==> src/rtl/pbr_pkg.sv <==
package pbr_pkg;
  typedef enum logic {
    S_WAIT  = 1'b0,
    S_DRAIN = 1'b1
  } pbr_state_t;
endpackage

==> src/rtl/pbr_sequencer.sv <==
module pbr_sequencer #(
  parameter int PKT_LEN = 20
) (
  input  logic clk,
  input  logic rst,
  input  logic lvl_half,
  output logic take,
  output logic last,
  output logic idle
);
  import pbr_pkg::*;
  localparam int WC_W = (PKT_LEN < 2) ? 1 : $clog2(PKT_LEN);
  localparam logic [WC_W-1:0] LAST_IDX = WC_W'(PKT_LEN - 1);

  pbr_state_t        st;
  logic [WC_W-1:0]   wcnt;

  assign idle = (st == S_WAIT);
  assign take = (st == S_DRAIN) || lvl_half;
  assign last = take && (wcnt == LAST_IDX);

  always_ff @(posedge clk or posedge rst) begin
    if (rst) begin
      st   <= S_WAIT;
      wcnt <= '0;
    end else if (take) begin
      if (last) begin
        st   <= S_WAIT;
        wcnt <= '0;
      end else begin
        st   <= S_DRAIN;
        wcnt <= wcnt + 1'b1;
      end
    end
  end
endmodule

==> src/rtl/pbr_capture.sv <==
module pbr_capture #(
  parameter int W  = 32,
  parameter int CW = 16
) (
  input  logic          clk,
  input  logic          rst,
  input  logic          take,
  input  logic          last,
  input  logic [W-1:0]  rd_data,
  output logic          o_valid,
  output logic [W-1:0]  o_data,
  output logic          o_last,
  output logic [CW-1:0] pkt_cnt
);
  always_ff @(posedge clk or posedge rst) begin
    if (rst) begin
      o_valid <= 1'b0;
      o_last  <= 1'b0;
      o_data  <= '0;
      pkt_cnt <= '0;
    end else begin
      o_valid <= take;
      o_last  <= last;
      if (take) o_data <= rd_data;
      if (last) pkt_cnt <= pkt_cnt + 1'b1;
    end
  end
endmodule

==> src/rtl/pbr_starve_mon.sv <==
module pbr_starve_mon #(
  parameter int STARVE_LIMIT = 3
) (
  input  logic clk,
  input  logic rst,
  input  logic idle,
  input  logic lvl_half,
  input  logic pkt_done,
  output logic starve_err
);
  localparam int GW = $clog2(STARVE_LIMIT + 1) + 1;
  localparam logic [GW-1:0] LIM = GW'(STARVE_LIMIT);

  logic          armed;
  logic [GW-1:0] gap;

  always_ff @(posedge clk or posedge rst) begin
    if (rst) begin
      armed      <= 1'b0;
      gap        <= '0;
      starve_err <= 1'b0;
    end else if (pkt_done) begin
      armed <= 1'b1;
      gap   <= '0;
    end else if (idle && lvl_half) begin
      gap <= '0;
    end else if (idle && armed) begin
      if (gap >= LIM) starve_err <= 1'b1;
      else            gap <= gap + 1'b1;
    end
  end
endmodule

==> src/rtl/pbr_burst_reader.sv <==
module pbr_burst_reader #(
  parameter int W            = 32,
  parameter int PKT_LEN      = 20,
  parameter int CW           = 16,
  parameter int STARVE_LIMIT = 3
) (
  input  logic          clk,
  input  logic          rst,
  input  logic          lvl_half,
  input  logic [W-1:0]  rd_data,
  output logic          rd_take,
  output logic          o_valid,
  output logic [W-1:0]  o_data,
  output logic          o_last,
  output logic [CW-1:0] pkt_cnt,
  output logic          starve_err
);
  logic pkt_last;
  logic seq_idle;

  pbr_sequencer #(.PKT_LEN(PKT_LEN)) u_seq (
    .clk(clk), .rst(rst), .lvl_half(lvl_half),
    .take(rd_take), .last(pkt_last), .idle(seq_idle)
  );

  pbr_capture #(.W(W), .CW(CW)) u_cap (
    .clk(clk), .rst(rst), .take(rd_take), .last(pkt_last),
    .rd_data(rd_data), .o_valid(o_valid), .o_data(o_data),
    .o_last(o_last), .pkt_cnt(pkt_cnt)
  );

  pbr_starve_mon #(.STARVE_LIMIT(STARVE_LIMIT)) u_mon (
    .clk(clk), .rst(rst), .idle(seq_idle), .lvl_half(lvl_half),
    .pkt_done(pkt_last), .starve_err(starve_err)
  );
endmodule

==> config.mk <==
export PLATFORM = sky130hd
export DESIGN_NAME = pbr_burst_reader
export DESIGN_NICKNAME = d
export VERILOG_FILES = /design/src/rtl/pbr_pkg.sv /design/src/rtl/pbr_sequencer.sv /design/src/rtl/pbr_capture.sv /design/src/rtl/pbr_starve_mon.sv /design/src/rtl/pbr_burst_reader.sv
export SDC_FILE = /design/constraint.sdc
export NUM_CORES = 1
export LEC_CHECK = 0
export BUFFER_PORTS_ARGS = -buffer_cell sky130_fd_sc_hd__buf_2
export CAP_MARGIN = 20
export CORE_UTILIZATION = 29
export CTS_CLUSTER_SIZE = 28
export DETAILED_ROUTE_END_ITERATION = 7
export GPL_TIMING_DRIVEN = 1
export RECOVER_POWER = 50
export SYNTH_ARGS = -nofsm -noshare
export SYNTH_HDL_FRONTEND = slang
export SYNTH_SLANG_ARGS = --single-unit
==> constraint.sdc <==
create_clock -name clk -period 2.3 [get_ports clk]
set_input_delay 0.345 -clock clk [delete_from_list [all_inputs] [get_ports clk]]
set_output_delay 0.345 -clock clk [all_outputs]
set_load 0.005 [all_outputs]
==> results of run 1 <==
[logic make-up after synthesis]
family	count (synthesis)
XOR/XNOR	17
AO/OA/AOI/OAI	8
adder cells (fa/ha/maj)	4
buffers and inverters	12
flip-flops	61
AND/OR/NAND/NOR	42
multiplexers	35
[layer usage]
layer  routed length, um  GRT usage, %
met5                   0             0
met4                  49          4.55
met3                 300          5.64
met2                2240          18.3
met1                2070          13.1
[cells in the final DEF, fill, tap and decap left out, types with 2 or more instances in the layout]
cell       n
buf_2     71
clkbuf_1  16
clkbuf_8  12
dfrtp_1   61
ha_1       4
inv_1      7
mux2_2    34
nand2_1   11
nand3_1    5
nand4_1    6
nor2_1     5
nor2_4     2
o21ai_0    3
xnor2_1   12
xor2_1     5
[where the power goes]
part	switching [mW]	internal [mW]
Sequential	0.136	1.24
Clock	0.378	0.473
Combinational	0.281	0.330
[critical path, cell delays in order, from the launching register on]
cell and delay, ns:
dfrtp_1 0.43, nor2_4 0.24, buf_12 0.23, inv_1 0.13, buf_2 0.15
[Yosys cell counts (all sizes together) (3+ instances only)]
| cell | n |
|---|---|
| buf | 4 |
| mux2 | 34 |
| inv | 7 |
| nor2 | 7 |
| nand4 | 6 |
| ha | 4 |
| nand3 | 5 |
| nor4 | 3 |
| xor2 | 5 |
| o21ai | 4 |
| xnor2 | 12 |
| nand2 | 11 |
| dfrtp | 61 |
[registers in the layout, indices dropped and copies added (netlist names)]
register and count:
u_cap.o_last 1, u_cap.o_data 32, u_cap.o_valid 1, u_mon.armed 1, u_cap.pkt_cnt 16, u_seq.st 1
u_mon.gap 3, u_mon.starve_err 1, u_seq.wcnt 5
[path summary, 6_finish.rpt]
path,startpoint,endpoint
hold reg to reg,u_mon.starve_err$_DFFE_PP0P_,u_mon.starve_err$_DFFE_PP0P_
setup / recovery,u_seq.st$_DFFE_PP0N_,rd_take
setup reg to reg,u_seq.wcnt[2]$_DFFE_PP0N_,u_seq.wcnt[0]$_DFFE_PP0N_
max in group asynchronous,rst,u_cap.pkt_cnt[15]$_DFFE_PP0P_
hold / removal,rd_data[17],u_cap.o_data[17]$_DFFE_PP0N_
min in group asynchronous,rst,u_cap.o_data[6]$_DFFE_PP0N_
[final cells by class]
cell class,count,share of cell area [%]
Sequential cell,61,47.2
Multi-Input combinational cell,106,28.4
Timing Repair Buffer,88,13.5
Clock buffer,14,5.34
Tap cell,105,4.07
Inverter,8,1.32
Clock inverter,1,0.155
==> results.py, run 1 <==
metrics = {
    "outcome": {
        "status": "finished with violations",
        "violations": "max-capacitance violations, max-slew violations",
    },
    "critical_path": {
        "cp.required_ns": 1.96,
        "cp.arrival_ns": 1.51,
        "cp_max_fo": 33,
        "r2r_slack_ns": 0.51,
        "cp-end-kind": "output port",
        "reg2reg_depth": 5,
        "worstSetupStartpointType": "register",
        "path_class": "register to output port",
    },
    "layout": {
        "stdcell_count": 383,
        "drive_gt1_share_pct": 46.8,
        "multi_input_area_sq_um": 917,
        "seq_area_sq_mm": 0.00153,
        "design_area_sq_mm": 0.00323,
        "antennaDiodeCount": 0,
        "fin_nets": 313,
        "fin_util_pct": 38.9,
        "area_delta_synth_final_pct": 28.9,
        "fillers": 795,
    },
    "cts": {
        "postCtsHoldBufs": 0,
        "cts_resized": 0,
        "clk_latency_ns": 0.33,
        "cts_tree": "built",
        "postCtsSetupRepairBufs": 0,
        "cts_max_path_buffers": 2,
        "cts_made_buffers": 9,
        "cts.reportedPaths.clkPinSlew_ns": 0.07,
        "htree_levels": 3,
        "clock-root-buffer": "clkbuf_8",
        "cts.sinks": 61,
    },
    "sta": {
        "fmax_ghz": 0.539,
        "tightest_slew_ns": 1.51,
        "maxSlewHeadroom_pct": -0.622,
        "setup_viol": 0,
        "whs_ns": 0.244,
        "rsz0062_at_grt": "false",
        "fin_crit_sh_pct": 80.6,
        "slew_viol_final": 61,
        "fin_crit_ns": 1.85,
        "setup_tns_ns": 0,
        "final-hold-violation-count": 0,
        "setup_ws_ns": 0.446,
        "fin_worst_skew_ns": 0.00897,
    },
    "synth": {
        "synth_edf_count": 0,
        "synth.distinct_cells": 35,
        "ys_ff_latch": 61,
        "yosysTopAreaCell": "dfrtp_1",
        "ys_async_sr_fraction_pct": 100,
        "synth_compound_area_share_pct": 2.20,
        "ys_seq_area_share_pct": 60.9,
        "synth_fp_nets": 218,
        "synthXorXnorAreaFrac_pct": 5.94,
        "yosys.area_share.simple_pct": 10.6,
        "synthFlopType": "dfrtp_1",
        "syn_area_sq_mm": 0.00251,
        "synth_top_family_by_area": "multiplexers",
        "synth_adder_area_share_pct": 2.00,
        "syn_inst": 179,
        "synth_area_leaders": "dfrtp_1 (61%), mux2_2 (15%), xnor2_1 (4.2%)",
        "yosysWarnings": 0,
        "syn_avg_cell_area_sq_um": 14.0,
        "netlist.area_leader.share_pct": 60.9,
        "synthMuxAreaShare_pct": 15.7,
    },
    "die": {
        "initial_utilization_pct": 30.2,
        "chipHeight_um": 95.0,
        "fp-row-count": 33,
        "coreArea_sq_mm": 0.00830,
        "io_pins": 87,
        "die_x_um": 95.0,
        "die_area_sq_mm": 0.00902,
    },
    "grt": {
        "grt_max_degree": 62,
        "grtUsageTotal_pct": 11.4,
        "antenna_found_initial": 0,
        "grt_pass1_wl_mm": 7.65,
        "grt.overflow.total": 0,
        "grt_pass1_vias": 1691,
    },
    "placement": {
        "placed_area_sq_mm": 0.00308,
        "port_buffers": 86,
        "dp_worst_setup_slack_ns": 0.500,
        "dp.cells": 368,
        "place_hpwl_mm": 3.27,
        "gp_congestion": 0.702,
    },
    "hold_path": {
        "hold_path.class": "input pin to register",
        "hold_depth": 2,
    },
    "drt": {
        "dr.pass1.iters": 4,
        "drcViolationCount": 0,
        "routedWlPerCell_um": 12.2,
        "post_drt_via_cell_ratio": 4.45,
        "first_iter_violations": 69,
        "vias": 1703,
        "finalWirelength_mm": 4.66,
        "ant_nets": 0,
    },
    "flow_run": {
        "cap_violations": 1,
    },
    "power_and_ir_drop": {
        "ir_worst_vdd_uv": 390,
        "p_per_area_mw_per_mm2": 879,
        "p_leak_nw": 1.54,
        "p_total_mw": 2.84,
    },
}
Power figures use the tool's default switching activity.
==> inputs of run 2 (changes only) <==
==> constraint.sdc (replaced) <==
create_clock -name clk -period 1.7 [get_ports clk]
set_input_delay 0.255 -clock clk [delete_from_list [all_inputs] [get_ports clk]]
set_output_delay 0.255 -clock clk [all_outputs]
set_load 0.005 [all_outputs]
==> run 2 against run 1 <==
- the flow now finishes without violations
- count of clock-buffer cells in the layout fell by 1
- non-clock buffer count rose by 15
- cell area rose by 6.5%
- clock skew barely moved
- critical path depth did not move
- die area did not move
- power rose by 53%
- flip-flop and latch count did not move
- combinational power rose by 77%
==> results.py, run 2 (synthesis results as in run 1) <==
metrics = {
    "outcome": {
        "status": "completed",
    },
    "hold_path": {
        "hold_path.class": "input pin to register",
        "whs_endpoint": "u_cap.o_data[2]$_DFFE_PP0N_",
        "hold_depth": 2,
        "min_from": "rd_data[2]",
    },
    "die": {
        "io_pins": 87,
        "die_x_um": 95.0,
        "initial_utilization_pct": 30.2,
        "die_area_sq_mm": 0.00902,
        "fp-row-count": 33,
        "chipHeight_um": 95.0,
        "coreArea_sq_mm": 0.00830,
    },
    "power_and_ir_drop": {
        "swShare_pct": 26.6,
        "p_leak_nw": 1.64,
        "power.switching_mw": 1.16,
        "p_total_mw": 4.36,
        "p_per_area_mw_per_mm2": 1270,
        "power_frac_seq_pct": 41.7,
        "ir_worst_vdd_uv": 356,
        "combPwrFrac_pct": 24.8,
        "p_int_mw": 3.20,
        "p_clk_share_pct": 33.6,
    },
    "critical_path": {
        "cp-end-kind": "register",
        "r2r_end": "u_cap.pkt_cnt[15]$_DFFE_PP0P_",
        "r2r-start": "u_seq.wcnt[2]$_DFFE_PP0N_",
        "reg2reg_depth": 4,
        "cp_max_fo": 5,
        "path_class": "register to register",
        "cp.arrival_ns": 1.82,
        "cp.required_ns": 1.93,
        "worstSetupStartpointType": "register",
        "r2r_slack_ns": 0.10,
    },
    "grt": {
        "antenna_found_initial": 0,
        "grt_max_degree": 62,
        "grt.overflow.total": 0,
        "grtUsageTotal_pct": 12.2,
        "grt_pass1_vias": 1746,
        "grt_pass1_wl_mm": 8.18,
    },
    "sta": {
        "tightest_slew_ns": 1.35,
        "fin_crit_sh_pct": 94.1,
        "setup_viol": 0,
        "rsz0062_at_grt": "false",
        "fin_crit_ns": 1.60,
        "fin_worst_skew_ns": 0.00915,
        "slew_viol_final": 0,
        "fmax_ghz": 0.625,
        "setup_tns_ns": 0,
        "final-hold-violation-count": 0,
        "maxSlewHeadroom_pct": 10.3,
    },
    "cts": {
        "cts_tree": "built",
        "clk_latency_ns": 0.33,
        "htree_levels": 3,
        "cts_max_path_buffers": 2,
        "cts.sinks": 61,
        "cts.reportedPaths.clkPinSlew_ns": 0.07,
        "cts_made_buffers": 9,
        "postCtsHoldBufs": 0,
        "clock-root-buffer": "clkbuf_8",
    },
    "layout": {
        "reg.largest.list": "u_cap.o_data (32), u_cap.pkt_cnt (16), u_seq.wcnt (5)",
        "fin_nets": 328,
        "largest_register": "u_cap.o_data",
        "layout_common_cells": "buf_2 (74), dfrtp_1 (61), mux2_2 (34)",
        "area_delta_synth_final_pct": 37.2,
        "drive_gt1_share_pct": 51.4,
        "antennaDiodeCount": 0,
        "final_common_cell": "buf_2",
        "largest_reg_flops": 32,
    },
    "drt": {
        "first_iter_violations": 34,
        "finalWirelength_mm": 5.03,
        "routedWlPerCell_um": 12.6,
        "vias": 1757,
        "dr.pass1.iters": 4,
        "ant_nets": 0,
        "post_drt_via_cell_ratio": 4.40,
        "drcViolationCount": 0,
    },
    "placement": {
        "port_buffers": 86,
        "place_hpwl_mm": 3.43,
        "gp_congestion": 0.715,
    },
    "flow_run": {
        "cap_violations": 0,
    },
}
-- run 2: cell types whose count changed in the layout (fill, tap and decap cells not counted), sizes merged --
| cell | previous run | this run |
|---|---|---|
| bufinv | 0 | 2 |
| buf | 73 | 89 |
| inv | 7 | 6 |
| clkinvlp | 0 | 2 |
| bufbuf | 0 | 1 |
| clkbuf | 29 | 26 |
| clkinv | 2 | 1 |
-- run 2: how the worst max path moves through the flow --
| stage | start | end | slack, ns | cells past startpoint |
|---|---|---|---|---|
| 3_5_place_dp | u_seq.wcnt[2]$_DFFE_PP0N_ | u_seq.wcnt[0]$_DFFE_PP0N_ | 0.01 | 5 |
| 2_1_floorplan | u_seq.wcnt[2]$_DFFE_PP0N_ | u_seq.wcnt[0]$_DFFE_PP0N_ | 0.07 | 6 |
| 6_report | u_seq.wcnt[2]$_DFFE_PP0N_ | u_cap.pkt_cnt[15]$_DFFE_PP0P_ | 0.10 | 4 |
| 4_1_cts | u_seq.st$_DFFE_PP0N_ | rd_take | 0.004 | 5 |
| 3_3_place_gp | u_seq.wcnt[2]$_DFFE_PP0N_ | u_seq.wcnt[0]$_DFFE_PP0N_ | 0.06 | 5 |
| 5_1_grt | u_seq.wcnt[2]$_DFFE_PP0N_ | u_cap.pkt_cnt[15]$_DFFE_PP0P_ | 0.02 | 4 |
-- run 2: per-layer routing --
layer	wire [um]	GRT usage (%)	vias to the layer above
met4	74	6.06	0
met1	2230	14.5	855
met2	2420	19.5	57
li1	-	-	838
met3	307	4.51	7
met5	0	0	-
-- run 2: repair_timing --
action                                 CTS  global route
pin swaps                                1             2
endpoints found under the hold margin    0             0
buffers inserted                         1             2
cloned                                   1             0
setup endpoints to repair                1             9
gates resized for setup                  0             3
-- run 2: layout make-up --
| cell class | count | area (sq um) |
|---|---|---|
| fill | 795 | 4860 |
| inverter | 8 | 46.3 |
| tap | 105 | 131 |
| multi-input combinational | 106 | 933 |
| timing repair buffer | 103 | 577 |
| sequential | 61 | 1530 |
| clock buffer | 13 | 159 |
| clock inverter | 3 | 67.6 |
-- run 2: power by group through the flow --
stage	Clock, mW	Sequential, mW	Combinational [mW]
CTS	1.52	1.81	1.09
detailed placement	0	1.84	1.06
floorplan	0	1.87	0.561
finish	1.46	1.82	1.08
global placement	0	1.83	1.04
global route	1.58	1.84	1.21
-- run 2: critical path: stages (launching register included) --
cell and delay [ns]:
dfrtp_1 0.38, or3b_4 0.42, nor4_4 0.39, nand4_1 0.16, xnor2_1 0.14
-- run 2: stage by stage --
step / hold WS (ns) / std cells / cell area [sq um] / setup WS (ns) / util (%)
after floorplan: 0.367 / 179 / 2510 / 0.0680 / -
after global placement: 0.368 / 379 / 3170 / 0.0571 / 38.2
after detailed placement: 0.373 / 379 / 3170 / 0.0135 / 38.2
after CTS: 0.00230 / 397 / 3440 / 0.00435 / 41.5
after global routing: 0.133 / 399 / 3440 / 0.0159 / 41.5
final: 0.148 / 399 / 3440 / 0.101 / 41.5
==> inputs of run 3 (changes only) <==
--- a/config.mk
+++ b/config.mk
@@ -8,10 +8,12 @@
 export BUFFER_PORTS_ARGS = -buffer_cell sky130_fd_sc_hd__buf_2
 export CAP_MARGIN = 20
 export CORE_UTILIZATION = 29
+export CTS_BUF_LIST = sky130_fd_sc_hd__clkbuf_16
 export CTS_CLUSTER_SIZE = 28
 export DETAILED_ROUTE_END_ITERATION = 7
 export GPL_TIMING_DRIVEN = 1
 export RECOVER_POWER = 50
+export SKIP_CTS_REPAIR_TIMING = 1
 export SYNTH_ARGS = -nofsm -noshare
 export SYNTH_HDL_FRONTEND = slang
 export SYNTH_SLANG_ARGS = --single-unit
==> run 3 against run 2 <==
- combinational power is essentially flat
- register-to-register slack is essentially flat
- via count shrank 0.28%
- cell count is the same
- clock skew shrank 0.0020 ns
- critical endpoint is now rd_take
- largest power group is now the clock network
==> results.py, run 3 (synthesis results as in run 1) <==
metrics = {
    "cts": {
        "clock-root-buffer": "clkbuf_16",
        "clk_latency_ns": 0.32,
        "cts_tree": "built",
        "cts_made_buffers": 9,
        "cts.reportedPaths.clkPinSlew_ns": 0.05,
        "cts_max_path_buffers": 2,
        "cts.sinks": 61,
        "htree_levels": 3,
    },
    "layout": {
        "antennaDiodeCount": 0,
        "drive_gt1_share_pct": 50.7,
        "fin_nets": 328,
        "largest_reg_flops": 32,
        "largest_register": "u_cap.o_data",
        "area_delta_synth_final_pct": 40.2,
        "reg.largest.list": "u_cap.o_data (32), u_cap.pkt_cnt (16), u_seq.wcnt (5)",
        "stdcell_count": 399,
        "final_common_cell": "buf_2",
        "layout_common_cells": "buf_2 (74), dfrtp_1 (61), mux2_2 (34)",
    },
    "critical_path": {
        "cp_max_fo": 12,
        "worstSetupStartpointType": "register",
        "cp-end-kind": "output port",
        "cp.arrival_ns": 1.38,
        "path_class": "register to output port",
        "cp.required_ns": 1.44,
    },
    "power_and_ir_drop": {
        "p_per_area_mw_per_mm2": 1360,
        "p_leak_nw": 1.68,
        "ir_worst_vdd_uv": 443,
        "p_total_mw": 4.76,
    },
    "die": {
        "chipHeight_um": 95.0,
        "io_pins": 87,
        "die_area_sq_mm": 0.00902,
        "fp-row-count": 33,
        "coreArea_sq_mm": 0.00830,
        "die_x_um": 95.0,
        "initial_utilization_pct": 30.2,
    },
    "sta": {
        "slew_viol_final": 0,
        "fin_crit_sh_pct": 96.3,
        "maxSlewHeadroom_pct": 10.5,
        "fin_worst_skew_ns": 0.00713,
        "fmax_ghz": 0.611,
        "setup_ws_ns": 0.0627,
        "setup_viol": 0,
        "fin_crit_ns": 1.64,
        "rsz0062_at_grt": "true",
        "final-hold-violation-count": 0,
        "tightest_slew_ns": 1.34,
    },
    "flow_run": {
        "cap_violations": 0,
    },
    "placement": {
        "dp.cells": 379,
        "port_buffers": 86,
        "place_hpwl_mm": 3.43,
        "dp_worst_setup_slack_ns": 0.0135,
        "gp_congestion": 0.715,
    },
    "grt": {
        "grt_pass1_wl_mm": 7.98,
        "grt_pass1_vias": 1710,
        "antenna_found_initial": 0,
        "grt_max_degree": 62,
        "grt.overflow.total": 0,
        "grtUsageTotal_pct": 11.8,
    },
    "drt": {
        "ant_nets": 0,
        "first_iter_violations": 34,
        "post_drt_via_cell_ratio": 4.39,
        "dr.pass1.iters": 4,
        "finalWirelength_mm": 5.00,
        "drcViolationCount": 0,
        "routedWlPerCell_um": 12.5,
        "vias": 1752,
    },
    "outcome": {
        "status": "completed",
    },
    "hold_path": {
        "hold_path.class": "input pin to register",
    },
}
## run 3: metrics by stage
stage / cell area, sq um / TNS [ns] / hold WS (ns) / utilization [%]
finish: 3510 / 0 / 0.165 / 42.3
global route: 3510 / -0.0225 / 0.161 / 42.3
CTS: 3480 / -0.0867 / 0.0281 / 42.0
detailed placement: 3170 / 0 / 0.373 / 38.2
global placement: 3170 / 0 / 0.368 / 38.2
floorplan: 2510 / 0 / 0.367 / -
## run 3: worst max-delay path: stages (launching register included)
cell,delay (ns)
dfrtp_1,0.39
buf_4,0.16
nor2_4,0.13
buf_12,0.16
inv_1,0.10
buf_2,0.14
## run 3: final cells by class
| class | count | area [sq um] |
|---|---|---|
| sequential | 61 | 1530 |
| tap | 105 | 131 |
| clock buffer | 9 | 225 |
| timing repair buffer | 103 | 569 |
| multi-input combinational | 106 | 933 |
| inverter | 8 | 46.3 |
| clock inverter | 7 | 82.6 |
| fill | 788 | 4780 |
## run 3: routing by layer
| metal | GRT usage, % | vias up | part of all wire [%] | routed length [um] |
|---|---|---|---|---|
| li1 | - | 837 | - | - |
| met1 | 14.0 | 849 | 44 | 2220 |
| met2 | 18.9 | 57 | 48 | 2390 |
| met3 | 4.75 | 9 | 5.9 | 294 |
| met4 | 4.92 | 0 | 2.0 | 102 |
| met5 | 0 | - | 0 | 0 |
## run 3: path summary, 6_finish.rpt
kind                                              start                      endpoint  slack (ns)  cells past startpoint
setup / recovery                   u_seq.st$_DFFE_PP0N_                       rd_take        0.06                      5
hold / removal                              rd_data[18]  u_cap.o_data[18]$_DFFE_PP0N_        0.17                      2
setup reg to reg               u_mon.gap[0]$_DFFE_PP0P_      u_mon.gap[1]$_DFFE_PP0P_        0.09                      6
hold reg to reg            u_mon.starve_err$_DFFE_PP0P_  u_mon.starve_err$_DFFE_PP0P_        0.47                      2
max in group asynchronous                           rst  u_cap.pkt_cnt[6]$_DFFE_PP0P_        0.46                      3
min in group asynchronous                           rst  u_cap.o_data[10]$_DFFE_PP0N_        0.42                      3
## run 3: where the power goes
group	internal (mW)	switching [mW]	leakage (nW)
Clock	1.26	0.606	0.153
Combinational	0.607	0.475	0.790
Sequential	1.68	0.132	0.740
